==> src/rtl/wrr_arb_pkg.sv <==
package wrr_arb_pkg;
   typedef enum logic {
      SRC_EXT = 1'b0,
      SRC_INT = 1'b1
   } src_sel_e;

   localparam int unsigned WRR_RST_PERIOD = 5;
   localparam int unsigned WRR_RST_WEIGHT = 1;
endpackage

==> src/rtl/wrr_cfg_regs.sv <==
module wrr_cfg_regs
   import wrr_arb_pkg::*;
#(
   parameter int unsigned N_CLI  = 4,
   parameter int unsigned DATA_W = 8,
   parameter int unsigned ADDR_W = 3
) (
   input  logic                         clk,
   input  logic                         rst_n,
   input  logic                         we,
   input  logic [ADDR_W-1:0]            addr,
   input  logic [DATA_W-1:0]            wdata,
   output logic [N_CLI-1:0][DATA_W-1:0] weights,
   output logic [DATA_W-1:0]            period,
   output src_sel_e                     mode,
   output logic [N_CLI-1:0]             filt
);
   localparam logic [ADDR_W-1:0] PER_ADDR  = ADDR_W'(N_CLI);
   localparam logic [ADDR_W-1:0] MODE_ADDR = ADDR_W'(N_CLI + 1);
   localparam logic [ADDR_W-1:0] FILT_ADDR = ADDR_W'(N_CLI + 2);

   for (genvar i = 0; i < N_CLI; i++) begin : g_wgt
      always_ff @(posedge clk or negedge rst_n) begin
         if (!rst_n)
            weights[i] <= DATA_W'(WRR_RST_WEIGHT);
         else if (we && addr == ADDR_W'(i))
            weights[i] <= wdata;
      end
   end

   always_ff @(posedge clk or negedge rst_n) begin
      if (!rst_n) begin
         period <= DATA_W'(WRR_RST_PERIOD);
         mode   <= SRC_EXT;
         filt   <= '1;
      end else if (we) begin
         if (addr == PER_ADDR)
            period <= wdata;
         if (addr == MODE_ADDR)
            mode <= src_sel_e'(wdata[0]);
         if (addr == FILT_ADDR)
            filt <= wdata[N_CLI-1:0];
      end
   end
endmodule

==> src/rtl/wrr_req_select.sv <==
module wrr_req_select
   import wrr_arb_pkg::*;
#(
   parameter int unsigned N_CLI = 4
) (
   input  logic [N_CLI-1:0] ext_req,
   input  logic [N_CLI-1:0] int_req,
   input  src_sel_e         mode,
   input  logic [N_CLI-1:0] filt,
   output logic [N_CLI-1:0] req_eff
);
   for (genvar i = 0; i < N_CLI; i++) begin : g_sel
      assign req_eff[i] = filt[i] & ((mode == SRC_INT) ? int_req[i] : ext_req[i]);
   end
endmodule

==> src/rtl/wrr_tick_gen.sv <==
module wrr_tick_gen #(
   parameter int unsigned DATA_W = 8
) (
   input  logic              clk,
   input  logic              rst_n,
   input  logic              en,
   input  logic [DATA_W-1:0] period,
   output logic              tick
);
   logic [DATA_W-1:0] cnt_q;
   logic [DATA_W-1:0] last;

   assign last = (period == '0) ? '0 : period - 1'b1;
   assign tick = en && (cnt_q >= last);

   always_ff @(posedge clk or negedge rst_n) begin
      if (!rst_n)
         cnt_q <= '0;
      else if (!en || tick)
         cnt_q <= '0;
      else
         cnt_q <= cnt_q + 1'b1;
   end
endmodule

==> src/rtl/wrr_fsm.sv <==
module wrr_fsm #(
   parameter int unsigned N_CLI  = 4,
   parameter int unsigned DATA_W = 8
) (
   input  logic                         clk,
   input  logic                         rst_n,
   input  logic                         en,
   input  logic                         tick,
   input  logic [N_CLI-1:0]             req,
   input  logic [N_CLI-1:0][DATA_W-1:0] weights,
   output logic [N_CLI-1:0]             grant
);
   localparam int unsigned IDX_W = (N_CLI > 1) ? $clog2(N_CLI) : 1;
   localparam logic [IDX_W-1:0] IDX_LAST = IDX_W'(N_CLI - 1);

   logic              busy_q, busy_d;
   logic [IDX_W-1:0]  idx_q, idx_d;
   logic [DATA_W-1:0] hold_q, hold_d;
   logic [IDX_W-1:0]  rot_start;
   logic [IDX_W-1:0]  pick_idle, pick_rot;

   function automatic logic [IDX_W-1:0] first_req(input logic [N_CLI-1:0] r,
                                                   input logic [IDX_W-1:0] start);
      logic [IDX_W-1:0] res;
      res = start;
      for (int off = N_CLI - 1; off >= 0; off--) begin
         int j;
         j = (int'(start) + off) % N_CLI;
         if (r[j])
            res = IDX_W'(j);
      end
      return res;
   endfunction

   function automatic logic [DATA_W-1:0] load_of(input logic [N_CLI-1:0][DATA_W-1:0] w,
                                                  input logic [IDX_W-1:0] k);
      return (w[k] == '0) ? DATA_W'(1) : w[k];
   endfunction

   assign rot_start = (idx_q == IDX_LAST) ? '0 : idx_q + 1'b1;
   assign pick_idle = first_req(req, '0);
   assign pick_rot  = first_req(req, rot_start);

   always_comb begin
      busy_d = busy_q;
      idx_d  = idx_q;
      hold_d = hold_q;
      if (!en || req == '0) begin
         busy_d = 1'b0;
      end else if (tick) begin
         if (!busy_q) begin
            busy_d = 1'b1;
            idx_d  = pick_idle;
            hold_d = load_of(weights, pick_idle);
         end else if (hold_q > DATA_W'(1)) begin
            hold_d = hold_q - 1'b1;
         end else begin
            idx_d  = pick_rot;
            hold_d = load_of(weights, pick_rot);
         end
      end
   end

   always_ff @(posedge clk or negedge rst_n) begin
      if (!rst_n) begin
         busy_q <= 1'b0;
         idx_q  <= '0;
         hold_q <= '0;
      end else begin
         busy_q <= busy_d;
         idx_q  <= idx_d;
         hold_q <= hold_d;
      end
   end

   for (genvar i = 0; i < N_CLI; i++) begin : g_gnt
      assign grant[i] = busy_q && (idx_q == IDX_W'(i));
   end
endmodule

==> src/rtl/wrr_arb_top.sv <==
module wrr_arb_top
   import wrr_arb_pkg::*;
#(
   parameter int unsigned N_CLI  = 4,
   parameter int unsigned DATA_W = 8,
   localparam int unsigned ADDR_W = $clog2(N_CLI + 3)
) (
   input  logic              clk,
   input  logic              rst_n,
   input  logic              arb_en,
   input  logic [N_CLI-1:0]  ext_req,
   input  logic [N_CLI-1:0]  int_req,
   input  logic              cfg_we,
   input  logic [ADDR_W-1:0] cfg_addr,
   input  logic [DATA_W-1:0] cfg_wdata,
   output logic [N_CLI-1:0]  grant
);
   initial begin
      assert (N_CLI >= 2) else $error("wrr_arb_top: N_CLI must be at least 2");
      assert (DATA_W >= N_CLI) else $error("wrr_arb_top: DATA_W must hold the mask");
      assert (DATA_W >= 3) else $error("wrr_arb_top: DATA_W must hold the reset period");
   end

   logic [N_CLI-1:0][DATA_W-1:0] weights;
   logic [DATA_W-1:0]            period;
   src_sel_e                     mode;
   logic [N_CLI-1:0]             filt;
   logic [N_CLI-1:0]             req_eff;
   logic                         tick;

   wrr_cfg_regs #(.N_CLI(N_CLI), .DATA_W(DATA_W), .ADDR_W(ADDR_W)) u_cfg (
      .clk(clk), .rst_n(rst_n), .we(cfg_we), .addr(cfg_addr), .wdata(cfg_wdata),
      .weights(weights), .period(period), .mode(mode), .filt(filt)
   );

   wrr_req_select #(.N_CLI(N_CLI)) u_sel (
      .ext_req(ext_req), .int_req(int_req), .mode(mode), .filt(filt), .req_eff(req_eff)
   );

   wrr_tick_gen #(.DATA_W(DATA_W)) u_tick (
      .clk(clk), .rst_n(rst_n), .en(arb_en), .period(period), .tick(tick)
   );

   wrr_fsm #(.N_CLI(N_CLI), .DATA_W(DATA_W)) u_fsm (
      .clk(clk), .rst_n(rst_n), .en(arb_en), .tick(tick), .req(req_eff),
      .weights(weights), .grant(grant)
   );
endmodule

==> config.mk <==
export PLATFORM = sky130hd
export DESIGN_NAME = wrr_arb_top
export DESIGN_NICKNAME = d
export VERILOG_FILES = /design/src/rtl/wrr_arb_pkg.sv /design/src/rtl/wrr_cfg_regs.sv /design/src/rtl/wrr_req_select.sv /design/src/rtl/wrr_tick_gen.sv /design/src/rtl/wrr_fsm.sv /design/src/rtl/wrr_arb_top.sv
export SDC_FILE = /design/constraint.sdc
export NUM_CORES = 1
export LEC_CHECK = 0
export ABC_AREA = 0
export BUFFER_PORTS_ARGS = -buffer_cell sky130_fd_sc_hd__buf_2
export CAP_MARGIN = 40
export CORE_AREA = 2 2 109 111
export CTS_CLUSTER_DIAMETER = 100
export DETAILED_ROUTE_END_ITERATION = 12
export DIE_AREA = 0 0 111 113
export GPL_TIMING_DRIVEN = 0
export PLACE_DENSITY = 0.5
export SLEW_MARGIN = 0
export SYNTH_ARGS = -nofsm -noshare
export SYNTH_HDL_FRONTEND = slang
export SYNTH_SLANG_ARGS = --single-unit
==> constraint.sdc <==
create_clock -name clk -period 8.1 [get_ports clk]
set_input_delay 0.405 -clock clk [delete_from_list [all_inputs] [get_ports clk]]
set_output_delay 0.405 -clock clk [all_outputs]
set_load 0.02 [all_outputs]
# --- Yosys cells after proc, flatten, opt, wreduce, memory -nomap -nowiden ---
# Index checks and enable logic that the tools add are counted.
# Widths: inputs -> output; s select.
totals:
  regBits: 64
  in_bits: 23
  output_inout_bits: 4
  word_cells: 100
classes:
  add_sub_neg: 7
  n_lt_le_gt_ge: 8
  eq_ne: 10
  n_mux: 35
  n_bitwise: 5
  n_reduce_logical: 24
op_table:
  columns: ["operator", "count"]
  rows:
  - ["$mux 8", 8]
  - ["$bmux 8 s2", 2]
  - ["$logic_not 8->1", 3]
  - ["$mux 2", 11]
  - ["$lt 2x3->1 const B", 6]
  - ["$sub 8x1->8 const B", 2]
  - ["$mux 1", 10]
  - ["$eq 3x3->1 const B", 3]
  - ["$logic_and 1x1->1", 9]
  - ["$add 8x1->8 const B", 1]
  - ["$bmux 1 s2", 4]
  - ["$ge 8x8->1", 1]
  - ["$gt 8x1->1 const B", 1]
  - ["$reduce_and 2->1", 4]
  - ["$eq 3x2->1 const B", 2]
  - ["$add 2x1->2 const B", 2]
  - ["$add 2x2->2 const B", 2]
  - ["$and 1x1->1", 4]
  - ["$eq 2x2->1 const B", 2]
  - ["$logic_not 4->1", 1]
  - ["$eq 3x1->1 const B", 1]
  - ["$logic_not 3->1", 1]
  - ["$reduce_and 3->1", 1]
  - ["$eq 2x1->1 const B", 1]
  - ["other kinds (6)", 7]

# --- Logic depth before layout (Yosys ltp) ---
logic_depth:
  word_depth: 15
  ltp_mapped: 15
  ltp_nobuf: 14

# --- Modules after synthesis ---
# From an unflattened synthesis, not the netlist that was laid out.
hier_totals:
  cells_unflattened: 417
  area_unflattened_um2: 4235.3
by_module_without_submodules:
  columns: ["mod", "instances", "cells_each", "area_each_um2", "seq_area_each_um2"]
  rows:
  - ["wrr_cfg_regs", 1, 100, 1751.7, 1138.6]
  - ["wrr_fsm", 1, 231, 1699.1, 275.3]
  - ["wrr_tick_gen", 1, 77, 708.2, 200.2]
  - ["wrr_req_select", 1, 9, 76.3, 0.0]

# --- Worst setup path before layout ---
# Ideal clock, no wire load.
synth_path:
  path_kind: "flip-flop to flip-flop"
  startpoint: "register u_cfg.period[3]"
  endpoint: "register u_fsm.hold_q[1]"
  setup_time_ns: 0.125
  arrival_ns: 3.605
  required_time_ns: 7.975
  path_slack_ns: 4.371
  path_stages_with_launch: 15
  path_buffers: 1
  period_less_slack_ns: 3.729
  cell_sequence: "dfrtp_1 -> nor3_1 -> nand2_1 -> or4_1 -> and2_1 -> ha_1 -> nand2b_1 -> a21o_1 -> a21o_1 -> a211oi_1 -> o21bai_1 -> a31oi_1 -> or2_2 -> clkbuf_1 -> mux2_2"
synth_between:
  elab_chain_cells: 5
  word_cells_on_any_way: 6
  cone_classes: "1 x add/sub; 1 x order compare; 1 x mux; 3 x reduce/logical"
synth_lines:
  columns: ["item", "line", "text"]
  rows:
  - ["from (decl)", "wrr_cfg_regs.sv:14", "output logic [DATA_W-1:0] period,"]
  - ["from (signal assigned)", "wrr_cfg_regs.sv:33", "period <= DATA_W'(WRR_RST_PERIOD);"]
  - ["from (signal assigned)", "wrr_cfg_regs.sv:38", "period <= wdata;"]
  - ["$sub 8x1->8 or $logic_not 8->1 (tied branches)", "wrr_tick_gen.sv:13", "assign last = (period == '0) ? '0 : period - 1'b1;"]
  - ["$mux 8 (*)", "wrr_tick_gen.sv:13", null]
  - ["$ge 8x8->1 (*)", "wrr_tick_gen.sv:14", "assign tick = en && (cnt_q >= last);"]
  - ["$logic_and 1x1->1 (*)", "wrr_tick_gen.sv:14", null]
  - ["$reduce_and 2->1 (no source line) (*)", null, null]
  - ["to (signal assigned)", "wrr_fsm.sv:72", "hold_q <= hold_d;"]
  - ["to (decl)", "wrr_fsm.sv:18", "logic [DATA_W-1:0] hold_q, hold_d;"]
# Mark *: on every way between the ends. The rest lies on a longest branch, timed or not.
# A chain may end at the register's enable or synchronous reset.

# --- Final worst setup path ---
layout_path:
  startpoint: "register u_cfg.period[3]"
  endpoint: "register u_fsm.hold_q[6]"
# The elaborated chain is that of the path after synthesis.

==> results.sh <==
export IMPL_dr_first_iter_drc_count=139
export IMPL_rsz0062_at_grt="no"
export IMPL_grt_pass1_wl_um=14560
export IMPL_dieHeight_um=113
export IMPL_worstSetupStartpointType="register"
export IMPL_cp_common_cell="a21o_1"
export IMPL_die_x_um=111
export IMPL_nFillCells=1083
export IMPL_yosys_area_top_type_share_pct=34.94
export IMPL_clock_sinks=64
export IMPL_cp_slowest_stage_delay_ns=0.51
export IMPL_area_growth_pct=17.37
export IMPL_synth_most_common_cell="dfrtp_1"
export IMPL_finalHoldWorstSlack_ns=0.1663
export IMPL_cts_made_buffers=9
export IMPL_nets=411
export IMPL_core_um2=11270
export IMPL_hold_class="in2async"
export IMPL_synth_area_top_cells="dfrtp_1 (35%), mux2_2 (15%), dfstp_2 (6.8%)"
export IMPL_hpwl_um=6257
export IMPL_cts_clk_slew_worst_paths_ns=0.05
export IMPL_critPathKind="reg2reg"
export IMPL_h_tree_depth=3
export IMPL_min_period_ns=4.261
export IMPL_slowest_stage="or4_1"
export IMPL_post_cts_resized=0
export IMPL_drc=0
export IMPL_wl_um=8502
export IMPL_fin_crit_sh_pct=52.60
export IMPL_synth_edf_count=0
export IMPL_worst_path_buf_inv=1
export IMPL_io_buffers=24
export IMPL_antenna_found_initial=0
export IMPL_drive_gt1_share_pct=32.10
export IMPL_place_gp_congestion=0.7628
export IMPL_path_delay_family="simple AND/OR/NAND/NOR gates"
export IMPL_post_cts_buffers=0
export IMPL_synth_fp_nets=373
export IMPL_synth_area_um2=3867
export IMPL_ios=27
export IMPL_drtAntennaViolNets=0
export IMPL_row_count=39
export IMPL_cp_required_ns=8.31
export IMPL_seq_area_um2=1614
export IMPL_start_util_pct=34.31
export IMPL_finalMaxSlewViolations=0
export IMPL_clockBufferDepth=2
export IMPL_netlist_top_cells_count="dfrtp_1 (54), mux2_2 (51), nand2_1 (31)"
export IMPL_grtUsageTotal_pct=14.72
export IMPL_multi_input_area_um2=2171
export IMPL_dieArea_um2=12540
export IMPL_wire_per_inst_um=16.35
export IMPL_finClkSkew_ns=0.006041
export IMPL_timing_fmax_ghz=0.2347
export IMPL_reg2reg_from="u_cfg.period[3]"
export IMPL_ys_ff_latch=64
export IMPL_ir_drop_uv=150.5
export IMPL_yosysSeqAreaShare_pct=41.73
export IMPL_hold_viol=0
export IMPL_clock_latency_ns=0.33
export IMPL_cts_hold_buf=0
export IMPL_num_vias=2718
export IMPL_yosysUniqueCellTypes=49
export IMPL_critPathMaxFanout=10
export IMPL_end_kind="register"
export IMPL_dr_pass1_iters=4
export IMPL_tightest_slew_ns=0.8336
export IMPL_cp_arrival_ns=4.47
export IMPL_avgSynthCellArea_um2=11.58
export IMPL_cap_violations=0
export IMPL_slew_limit_headroom_pct=44.33
export IMPL_fin_tns_setup_ns=0
export IMPL_synth_ff_type="dfrtp_1"
export IMPL_ys_warnings_count=0
export IMPL_r2r_end="u_fsm.hold_q[6]"
export IMPL_synth_largest_area_cell="dfrtp_1"
export IMPL_grt_pass1_vias=2729
export IMPL_reg2reg_depth=14
export IMPL_path_cells="nor3_1 > nand2_1 > or4_1 > and2_1 > ha_1 > nand2b_1 > a21o_1 > a21o_1 > a211oi_1 > o21bai_1 > a31oi_1 > or2_2 > clkbuf_1 > mux2_2"
export IMPL_cts_tree="done"
export IMPL_powerDensity_nw_per_um2=357.0
export IMPL_outcome="finished, final reports clean"
export IMPL_grt_max_degree=65
export IMPL_setup_viol=0
export IMPL_synthArstFlopShare_pct=100.0
export IMPL_synthCells=334
export IMPL_p_leak_nw=2.016
export IMPL_grt_overflow=0
export IMPL_antenna_cells=0
export IMPL_clock_root_buffer="clkbuf_16"
export IMPL_reg2reg_slack_ns=3.84
export IMPL_viasPerCell=5.227
-- state kept, by name, summed over array words and instances, names as in the netlist --
register / cells
u_fsm.idx_q: 2
u_cfg.filt: 4
u_cfg.mode: 1
u_cfg.weights: 32
u_fsm.hold_q: 8
u_fsm.busy_q: 1
u_cfg.period: 8
u_tick.cnt_q: 8
-- routing by layer --
metal  wire (um)  track usage, %  vias up
li1            -               -     1326
met1        4105           19.84     1346
met2        4057           23.76       32
met3         188           2.464       14
met4         151           6.000        0
met5           0               0        -
-- cell type report --
type	count	area share (%)
inverter	13	1.075
clock buffer	13	5.513
timing repair buffer	27	3.142
multi-input combinational	248	47.82
tap	143	3.942
buffer	9	0.9647
sequential	64	35.56
clock inverter	3	1.985
-- stage by stage --
stage               instances  power, mW  instance area, um2  setup WS [ns]  util, %
floorplan                 334     0.9987                3867          4.371        -
global placement          501      1.162                4167          3.833    36.96
detailed placement        504      1.180                4199          3.815    37.25
CTS                       520      1.633                4539          3.802    40.27
global route              520      1.744                4539          3.416    40.27
finish                    520      1.621                4539          3.839    40.27
-- placed cells by master (no fill, tap or decap), types with 8 or more instances in the layout --
master	synthesis	final
clkbuf_1	6	9
o21ai_0	17	17
nand2_1	31	31
xor2_1	8	8
dfrtp_1	54	54
ha_1	16	16
inv_1	13	13
mux2_2	51	51
mux2i_1	11	11
dfstp_2	10	10
clkbuf_16	0	9
buf_2	2	26
nor2_1	19	19
nor3_1	8	8
mux4_1	8	8
-- worst max path at each step --
stage / cells after the start / slack (ns) / start / end
after CTS: 14 / 3.80 / u_cfg.period[3] / u_fsm.hold_q[6]
after global placement: 14 / 3.83 / u_cfg.period[3] / u_fsm.hold_q[7]
final: 14 / 3.84 / u_cfg.period[3] / u_fsm.hold_q[6]
after global routing: 14 / 3.42 / u_cfg.period[3] / u_fsm.hold_q[6]
after floorplan: 14 / 4.37 / u_cfg.period[3] / u_fsm.hold_q[1]
after detailed placement: 14 / 3.81 / u_cfg.period[3] / u_fsm.hold_q[6]
-- report_power, final --
| group | internal (mW) | total (mW) | switching [mW] |
|---|---|---|---|
| sequential | 0.405 | 0.478 | 0.0737 |
| combinational | 0.335 | 0.695 | 0.361 |
| clock | 0.309 | 0.447 | 0.137 |
-- cell families (layout without fill, tap and decap cells) --
kind of cell,count (synthesis),count (layout),share of synthesized area [%]
mux,77,77,27.01
compound gates,46,46,8.250
flops,64,64,41.73
simple gates,94,94,12.04
fa+ha+maj,16,16,5.176
buf+inv,22,65,2.394
xor+xnor,15,15,3.397
-- worst reg2reg max path: cells and delay by family (launching register included) --
kind | cells | cell delay (ns)
AOI/OAI and AO/OA | 5 | 1.14
adders and majority gates | 1 | 0.26
buffers and inverters | 1 | 0.44
DFF | 1 | 0.41
muxes | 1 | 0.40
and+or+nand+nor | 6 | 1.51
No activity file was read; power rests on OpenSTA's default activity.
